<file path="src/rtl/ism_pkg.sv">
package ism_pkg;
    localparam int REG_W   = 16;
    localparam int LANE_W  = 8;
    localparam int N_LANES = REG_W / LANE_W;

    // Event source bit positions; software decodes these.
    localparam int EV_RX_DONE   = 0;
    localparam int EV_TX_DONE   = 1;
    localparam int EV_RX_ERR    = 2;
    localparam int EV_TX_ERR    = 3;
    localparam int EV_TX_DUNDER = 4;
    localparam int EV_RX_LINK   = 5;
    localparam int EV_BUS_ERR   = 6;
    localparam int EV_CNT_WRAP  = 7;
    localparam int EV_RX_EARLY  = 8;
    localparam int EV_TX_FUNDER = 9;
    localparam int EV_RX_FOVER  = 10;
    localparam int EV_RX_RACE   = 11;
    localparam int EV_RX_NOBUF  = 12;
    localparam int EV_TX_ABORT  = 13;
    localparam int EV_LINK_CHG  = 14;
    localparam int EV_GENERAL   = 15;

    typedef logic [REG_W-1:0] reg_word_t;

    function automatic reg_word_t lane_mask(input logic [N_LANES-1:0] be);
        reg_word_t m;
        for (int l = 0; l < N_LANES; l++)
            m[l*LANE_W +: LANE_W] = {LANE_W{be[l]}};
        return m;
    endfunction
endpackage

</file>
<file path="src/rtl/ism_status_bank.sv">
module ism_status_bank
    import ism_pkg::*;
(
    input  logic      clk,
    input  logic      rst_n,
    input  reg_word_t ev,
    input  reg_word_t clr,
    output reg_word_t status
);
    for (genvar i = 0; i < REG_W; i++) begin : g_bit
        always_ff @(posedge clk or negedge rst_n) begin
            if (!rst_n)
                status[i] <= 1'b0;
            else if (ev[i])
                status[i] <= 1'b1;   // set wins over clear
            else if (clr[i])
                status[i] <= 1'b0;
        end
    end

    AST_EVENT_SETS: assert property (@(posedge clk) disable iff (!rst_n)
        (ev != '0) |=> ((status & $past(ev)) == $past(ev)));

    AST_CLEAR_DROPS: assert property (@(posedge clk) disable iff (!rst_n)
        ((clr & ~ev) != '0) |=> ((status & $past(clr & ~ev)) == '0));

    AST_IDLE_HOLDS: assert property (@(posedge clk) disable iff (!rst_n)
        ((ev == '0) && (clr == '0)) |=> $stable(status));
endmodule

</file>
<file path="src/rtl/ism_mask_bank.sv">
module ism_mask_bank
    import ism_pkg::*;
(
    input  logic      clk,
    input  logic      rst_n,
    input  logic      wr_hit,
    input  reg_word_t lanes,
    input  reg_word_t wdata,
    output reg_word_t mask
);
    always_ff @(posedge clk or negedge rst_n) begin
        if (!rst_n)
            mask <= '0;
        else if (wr_hit)
            mask <= (mask & ~lanes) | (wdata & lanes);
    end

    AST_MASK_STABLE: assert property (@(posedge clk) disable iff (!rst_n)
        !wr_hit |=> $stable(mask));

    AST_MASK_LANES: assert property (@(posedge clk) disable iff (!rst_n)
        wr_hit |=> ((mask & ~$past(lanes)) == ($past(mask) & ~$past(lanes))));
endmodule

</file>
<file path="src/rtl/ism_irq_out.sv">
module ism_irq_out
    import ism_pkg::*;
(
    input  logic      clk,
    input  logic      rst_n,
    input  reg_word_t status,
    input  reg_word_t mask,
    output logic      irq
);
    always_ff @(posedge clk or negedge rst_n) begin
        if (!rst_n)
            irq <= 1'b0;
        else
            irq <= |(status & mask);
    end

    AST_IRQ_QUIET: assert property (@(posedge clk) disable iff (!rst_n)
        (mask == '0) |=> !irq);

    AST_IRQ_RISE: assert property (@(posedge clk) disable iff (!rst_n)
        $rose(irq) |-> ($past(status) != '0));
endmodule

</file>
<file path="src/rtl/irq_status_mask.sv">
module irq_status_mask
    import ism_pkg::*;
#(
    parameter int ADDR_W     = 8,
    parameter int STATUS_OFS = 'h0C,
    parameter int MASK_OFS   = 'h0E
) (
    input  logic               clk,
    input  logic               rst_n,
    input  logic [ADDR_W-1:0]  reg_addr,
    input  logic               reg_wr,
    input  logic [1:0]         reg_be,
    input  logic [15:0]        reg_wdata,
    output logic [15:0]        reg_rdata,
    input  logic [15:0]        ev_pulse,
    output logic               irq
);
    localparam logic [ADDR_W-1:0] ST_ADDR = ADDR_W'(STATUS_OFS);
    localparam logic [ADDR_W-1:0] MK_ADDR = ADDR_W'(MASK_OFS);

    logic      sel_status, sel_mask;
    reg_word_t lanes, clr_vec, status_q, mask_q;

    assign sel_status = (reg_addr[ADDR_W-1:1] == ST_ADDR[ADDR_W-1:1]);
    assign sel_mask   = (reg_addr[ADDR_W-1:1] == MK_ADDR[ADDR_W-1:1]);
    assign lanes      = lane_mask(reg_be);
    assign clr_vec    = (reg_wr && sel_status) ? (reg_wdata & lanes) : '0;

    ism_status_bank u_status (
        .clk    (clk),
        .rst_n  (rst_n),
        .ev     (ev_pulse),
        .clr    (clr_vec),
        .status (status_q)
    );

    ism_mask_bank u_mask (
        .clk    (clk),
        .rst_n  (rst_n),
        .wr_hit (reg_wr && sel_mask),
        .lanes  (lanes),
        .wdata  (reg_wdata),
        .mask   (mask_q)
    );

    ism_irq_out u_irq (
        .clk    (clk),
        .rst_n  (rst_n),
        .status (status_q),
        .mask   (mask_q),
        .irq    (irq)
    );

    always_comb begin
        if (sel_status)
            reg_rdata = status_q;
        else if (sel_mask)
            reg_rdata = mask_q;
        else
            reg_rdata = '0;
    end

    AST_OTHER_ADDR: assert property (@(posedge clk) disable iff (!rst_n)
        (reg_wr && !sel_status && !sel_mask && (ev_pulse == '0)) |=>
            ($stable(status_q) && $stable(mask_q)));
endmodule

</file>
<file path="config.mk">
export PLATFORM = sky130hd
export DESIGN_NAME = irq_status_mask
export DESIGN_NICKNAME = d
export VERILOG_FILES = /design/src/rtl/ism_pkg.sv /design/src/rtl/ism_status_bank.sv /design/src/rtl/ism_mask_bank.sv /design/src/rtl/ism_irq_out.sv /design/src/rtl/irq_status_mask.sv
export SDC_FILE = /design/constraint.sdc
export NUM_CORES = 1
export LEC_CHECK = 0
export ABC_AREA = 1
export BUFFER_PORTS_ARGS = -buffer_cell sky130_fd_sc_hd__buf_2
export CORE_MARGIN = 2
export CORE_UTILIZATION = 45
export DETAILED_ROUTE_END_ITERATION = 10
export GPL_ROUTABILITY_DRIVEN = 1
export PLACE_DENSITY = 0.77
export SETUP_SLACK_MARGIN = 0.1
export SYNTH_ARGS = -nofsm -noshare
export SYNTH_HDL_FRONTEND = slang
export SYNTH_SLANG_ARGS = --single-unit
export TNS_END_PERCENT = 20
</file>
<file path="constraint.sdc">
create_clock -name clk -period 0.9 [get_ports clk]
set_input_delay 0.09 -clock clk [delete_from_list [all_inputs] [get_ports clk]]
set_output_delay 0.09 -clock clk [all_outputs]
set_load 0.02 [all_outputs]
</file>
==> out/qor.txt, run 1 <==
Post-layout min period: 1099 ps
Sequential cell area: 825.8 sq um
Class of the most critical setup path: in -> out
Worst Setup End Kind: primary output
Final period utilization: 122.1%
# setup viols final: 31
Die width: 69.73 microns
Synth top area cells: dfrtp_1 (42%), nand2_1 (26%), nand4_1 (10%)
Gpl congestion: 0.8158
Vias in the first global route: 2174
CP delay by family, top: simple AND/OR/NAND/NOR gates
Critical path cell sequence: buf_6 -> inv_2 -> nor2_2 -> nand2_2 -> nor2_4 -> buf_6 -> nand2_2 -> nand2_2 -> buf_6
Final WL: 5982 microns
FF-to-FF path depth: 5
Root Buffer: clkbuf_8
CTS buffer count: 5
Placed cell count: 398
Most common cell in the netlist: nand2_1
I/O pins: 62
Synth top area share: 42.47%
Fin nets: 444
First-pass GRT wire length: 9894 microns
Final WS setup: -198.8 ps
Wire per inst: 13.29 microns
Crit Path Max Fanout: 6
Ant. Diodes: 0
Relative slew slack: 81.15%
WP buf/inv: 4
Post-synth top flop: dfrtp_1
Cell depth of the worst setup path: 9
Antenna-violating nets left: 0
Final Hold Fails: 0
Fmax: 910.1 MHz
Core area: 0.004086 sq mm
IO Port Bufs: 60
Htree depth: 2
Total vias in the final route: 2250
Status: finished with violations
Clk sinks: 33
CTS tree: built
Die height: 69.73 microns
Hold path cells: 3
Fillers: 305
Synthesis-to-layout area growth: 59.91%
Total GRT Usage: 25.77%
Post-synth ARST share: 100.0%
Fin. max-slew vios: 0
Row cnt: 23
Synth cell types: 17
Initial core utilization: 47.58%
Pleak: 0.001777 uW
Max VDD drop: 0.8693 mV
DRC viols: 0
CP arrival: 1010 ps
Detailed placer's ending HPWL: 3626 microns
Yosys top cell by area: dfrtp_1
Register area share after synthesis: 42.47%
Failing checks: setup timing
Critical Path Start Type: input pin
Finished Core Util: 76.09%
Net Count, Synth: 329
Clock skew: 3.414 ps
Total grt overflow: 0
Die area: 0.004862 sq mm
Synth warn: 0
Area of the multi-input gates: 960.9 sq um
Share of cells above drive strength 1: 38.00%
Clock tree buffer depth: 2
Largest net degree at the start of global routing: 34
Slew @ Worst Pin: 282.8 ps
Hold Path Class: in -> reg
1st-iter DRT viols: 176
Register bit total from synthesis: 33
Fin cells: 450
CTS clk-pin slew, worst paths: 70 ps
Max-cap viol count: 0
Gate count of the mapped netlist: 284
CP max stage cell: nor2_4
Syn_area_per_cell: 6.846 sq um
Critical Path RT: 810 ps
RSZ-0062 raised after global routing: true
Vias per cell: 5.000
Mapped cell area: 0.001944 sq mm
Commonest cells in the netlist: nand2_1 (137), inv_1 (38), dfrtp_1 (33)
Clock latency on the worst-skew pair: 300 ps
CP max stage delay: 200 ps
Initial antenna violation count: 0
PD cells: 1168 mW/mm^2
Post-synth EDFFs: 0
Drt pass-1 iters: 4
worst min-delay path, stage by stage:
cell	delay, ps
buf_2	90
inv_1	40
nand2_1	70
cell usage in the layout, fill, tap and decap left out, drive strengths merged:
cell type    instances
buf                107
dfrtp               33
nand4               32
bufinv               1
nand2              139
nor2                 7
dlygate4sd3         16
clkbuf               7
nor3                 1
inv                 39
nand3               18
final timing paths:
kind	from	end	slack, ps
hold / removal	ev_pulse[9]	u_status.status[9]	20
setup reg to reg	u_status.status[4]	u_irq.irq	-110
hold reg to reg	u_status.status[0]	u_status.status[0]	500
max in group asynchronous	rst_n	async pin	440
setup / recovery	reg_addr[3]	reg_rdata[1]	-200
min in group asynchronous	rst_n	u_status.status[10]	270
stage by stage:
step	hold slack (ps)	setup TNS (ps)	setup slack, ps	area, sq um	power, uW
after floorplan	-205.6	0	19.20	2004	1823
after global placement	62.49	-6651	-223.7	2426	2047
after detailed placement	63.79	-8563	-275.4	2426	2058
after CTS	11.16	-2827	-181.9	3054	3639
after global routing	29.86	-5538	-268.1	3109	3807
final	19.70	-3317	-198.8	3109	3631
metal layers:
| metal | up-vias | GRT usage [%] | wire length (microns) |
|---|---|---|---|
| li1 | 1118 | - | - |
| met1 | 1038 | 30.49 | 2396 |
| met2 | 83 | 44.55 | 3022 |
| met3 | 11 | 7.267 | 430 |
| met4 | 0 | 9.402 | 133 |
| met5 | - | 0 | 0 |
logic make-up after synthesis:
group,synth area share (%)
AND/OR/NAND/NOR,44.53
buffers and inverters,13.00
flip-flops,42.47
area by class of cell:
class | count | area share, %
Clock inverter | 1 | 0.9658
Multi-Input combinational cell | 197 | 30.91
Sequential cell | 33 | 26.56
Timing Repair Buffer | 123 | 32.07
Tap cell | 50 | 2.012
Clock buffer | 7 | 2.777
Inverter | 39 | 4.708
where the power goes:
group | switching [uW] | internal (uW)
combinational | 306 | 265
clock | 587 | 903
sequential | 35.7 | 1530
what timing repair did:
action,4_1_cts,5_1_grt
gates resized for setup,50,9
setup endpoints to repair,20,50
hold buffers,16,0
pin swaps,20,6
endpoints found under the hold margin,48,0
cloned,2,0
setup buffers,21,5
(Power assumes the default switching activity.)
==> inputs of run 2 (changes only) <==
RECOVER_POWER = 100   (was not set)
==> run 2 against run 1 <==
The run still ends with setup timing left. Critical endpoint unchanged. Non-clock buffer count is the same. Critical path depth unchanged. Combinational power fell by 2%.
==> out/qor.txt, run 2 (synthesis results as in run 1) <==
CP delay by family, top: simple AND/OR/NAND/NOR gates (unchanged)
Most frequent cells in the layout: nand2_1 (109), buf_2 (42), buf_4 (38), inv_1 (37), dfrtp_1 (33) (unchanged)
Total grt overflow: 0 (unchanged)
Hold path cells: 3 (unchanged)
Worst R2R Start: u_status.status[4] (unchanged)
Die width: 69.73 microns (unchanged)
Initial core utilization: 47.58% (unchanged)
Failing checks: setup timing (unchanged)
DRC viols: 0 (unchanged)
CP max stage delay: 200 ps (about the same)
WP buf/inv: 4 (unchanged)
Final WS setup: -198.5 ps (was -198.8 ps)
Fin area: 0.003074 sq mm (was 0.003109 sq mm)
Post-layout min period: 1098 ps (was 1099 ps)
Critical Path RT: 810 ps (about the same)
Status: finished with violations (unchanged)
FF-to-FF path depth: 5 (unchanged)
Fillers: 310 (was 305)
Commonest non-fill, non-tap cell in the layout: nand2_1 (unchanged)
Root Buffer: clkbuf_8 (unchanged)
Max VDD drop: 0.8694 mV (was 0.8693 mV)
R2R Setup Slk: -110 ps (about the same)
Worst Setup End Kind: primary output (unchanged)
DP Area: 0.002426 sq mm (unchanged)
Htree depth: 2 (unchanged)
Min-Delay Endpoint: u_status.status[9] (unchanged)
Clock latency on the worst-skew pair: 300 ps (about the same)
Min-delay src: ev_pulse[9] (unchanged)
Fin. max-slew vios: 0 (unchanged)
Slew @ Worst Pin: 475.2 ps (was 282.8 ps)
Hold Worst Slack: 20.68 ps (was 19.70 ps)
Clk sinks: 33 (unchanged)
DP Worst Slack: -275.4 ps (unchanged)
# setup viols final: 33 (was 31)
CTS clk-pin slew, worst paths: 70 ps (about the same)
Drt pass-1 iters: 4 (unchanged)
Die area: 0.004862 sq mm (unchanged)
Pleak: 0.001765 uW (was 0.001777 uW)
Clock skew: 4.513 ps (was 3.414 ps)
Fmax: 910.4 MHz (was 910.1 MHz)
FF-to-FF End: u_irq.irq (unchanged)
Total GRT Usage: 25.77% (unchanged)
First-pass GRT wire length: 9894 microns (unchanged)
Largest net degree at the start of global routing: 34 (unchanged)
Hold Path Class: in -> reg (unchanged)
Vias in the first global route: 2174 (unchanged)
Wire per inst: 13.47 microns (was 13.29 microns)
Total vias in the final route: 2238 (was 2250)
Ant. Diodes: 0 (unchanged)
Gpl congestion: 0.8158 (unchanged)
Relative slew slack: 68.32% (was 81.15%)
CTS tree: built (unchanged)
Final Hold Fails: 0 (unchanged)
Fin nets: 444 (unchanged)
Row cnt: 23 (unchanged)
IO Port Bufs: 60 (unchanged)
Initial antenna violation count: 0 (unchanged)
Critical path cell sequence: buf_6 -> inv_2 -> nor2_2 -> nand2_2 -> nor2_4 -> buf_6 -> nand2_2 -> nand2_2 -> buf_6 (unchanged)
Crit Path Max Fanout: 6 (unchanged)
Detailed placer's ending HPWL: 3626 microns (unchanged)
Share of cells above drive strength 1: 38.00% (unchanged)
Class of the most critical setup path: in -> out (unchanged)
Critical Path Start Type: input pin (unchanged)
Final WL: 6061 microns (was 5982 microns)
Antenna-violating nets left: 0 (unchanged)
CTS buffer count: 5 (unchanged)
Vias per cell: 4.973 (was 5.000)
Synthesis-to-layout area growth: 58.11% (was 59.91%)
1st-iter DRT viols: 163 (was 176)
I/O pins: 62 (unchanged)
CP max stage cell: nor2_4 (unchanged)
Core area: 0.004086 sq mm (unchanged)
RSZ-0062 raised after global routing: true (unchanged)
Final period utilization: 122.1% (about the same)
PD cells: 1177 mW/mm^2 (was 1168 mW/mm^2)
Die height: 69.73 microns (unchanged)
Clock tree buffer depth: 2 (unchanged)
Max-cap viol count: 0 (unchanged)
CP arrival: 1010 ps (about the same)
run 2: cell types whose count changed in the layout (fill, tap and decap cells not counted), sizes merged:
cell and change:
buf -2, clkbuf +2
run 2: per-layer routing:
layer	vias up	wire length (microns)	GRT usage, %
li1	1122	-	-
met1	1012	2397	30.49
met2	95	3080	44.55
met3	9	475	7.267
met4	0	108	9.402
met5	-	0	0
run 2: worst reg2reg max path: stages (launching register included):
cell and delay (ps):
dfrtp_1 400, buf_4 140, nand2_1 90, nand4_1 100, nor2_1 110, nand2_1 70
run 2: layout make-up:
class                           count  area [sq um]  share of cell area, %
Inverter                           39         146.4                  4.762
Tap cell                           50         62.56                  2.035
Timing Repair Buffer              123         962.2                  31.30
Multi-Input combinational cell    197         960.9                  31.26
Clock buffer                        7         86.33                  2.808
Clock inverter                      1         30.03                 0.9768
Sequential cell                    33         825.8                  26.86
run 2: worst max path at each step:
| stage | start | end | slack, ps | depth (start not counted) |
|---|---|---|---|---|
| finish | reg_addr[3] | reg_rdata[1] | -200 | 9 |
| global route | reg_addr[3] | reg_rdata[9] | -270 | 9 |
| CTS | reg_addr[3] | reg_rdata[0] | -180 | 9 |
| detailed placement | reg_addr[6] | reg_rdata[9] | -280 | 8 |
| global placement | reg_addr[6] | reg_rdata[9] | -220 | 8 |
| floorplan | reg_addr[6] | reg_rdata[10] | 20 | 7 |
run 2: timing repair:
item	4_1_cts	5_1_grt
gates cloned	2	0
resized for setup	50	9
hold endpoints to repair	48	0
pin swaps	20	6
setup endpoints to repair	20	50
setup buffers	21	5
hold buffers	16	0
run 2: metrics by stage:
step | TNS [ps] | instances | power [uW] | util, %
after detailed placement | -8563 | 398 | 2058 | 59.37
after CTS | -2827 | 445 | 3639 | 74.74
after global routing | -6317 | 450 | 3793 | 75.23
after floorplan | 0 | 284 | 1823 | -
final | -3338 | 450 | 3618 | 75.23
after global placement | -6651 | 398 | 2047 | 59.37
run 2: where the power goes:
group          switching [uW]  total [uW]  internal (uW)
sequential               35.8        1570           1530
clock                     587        1490            903
combinational             305         558            253
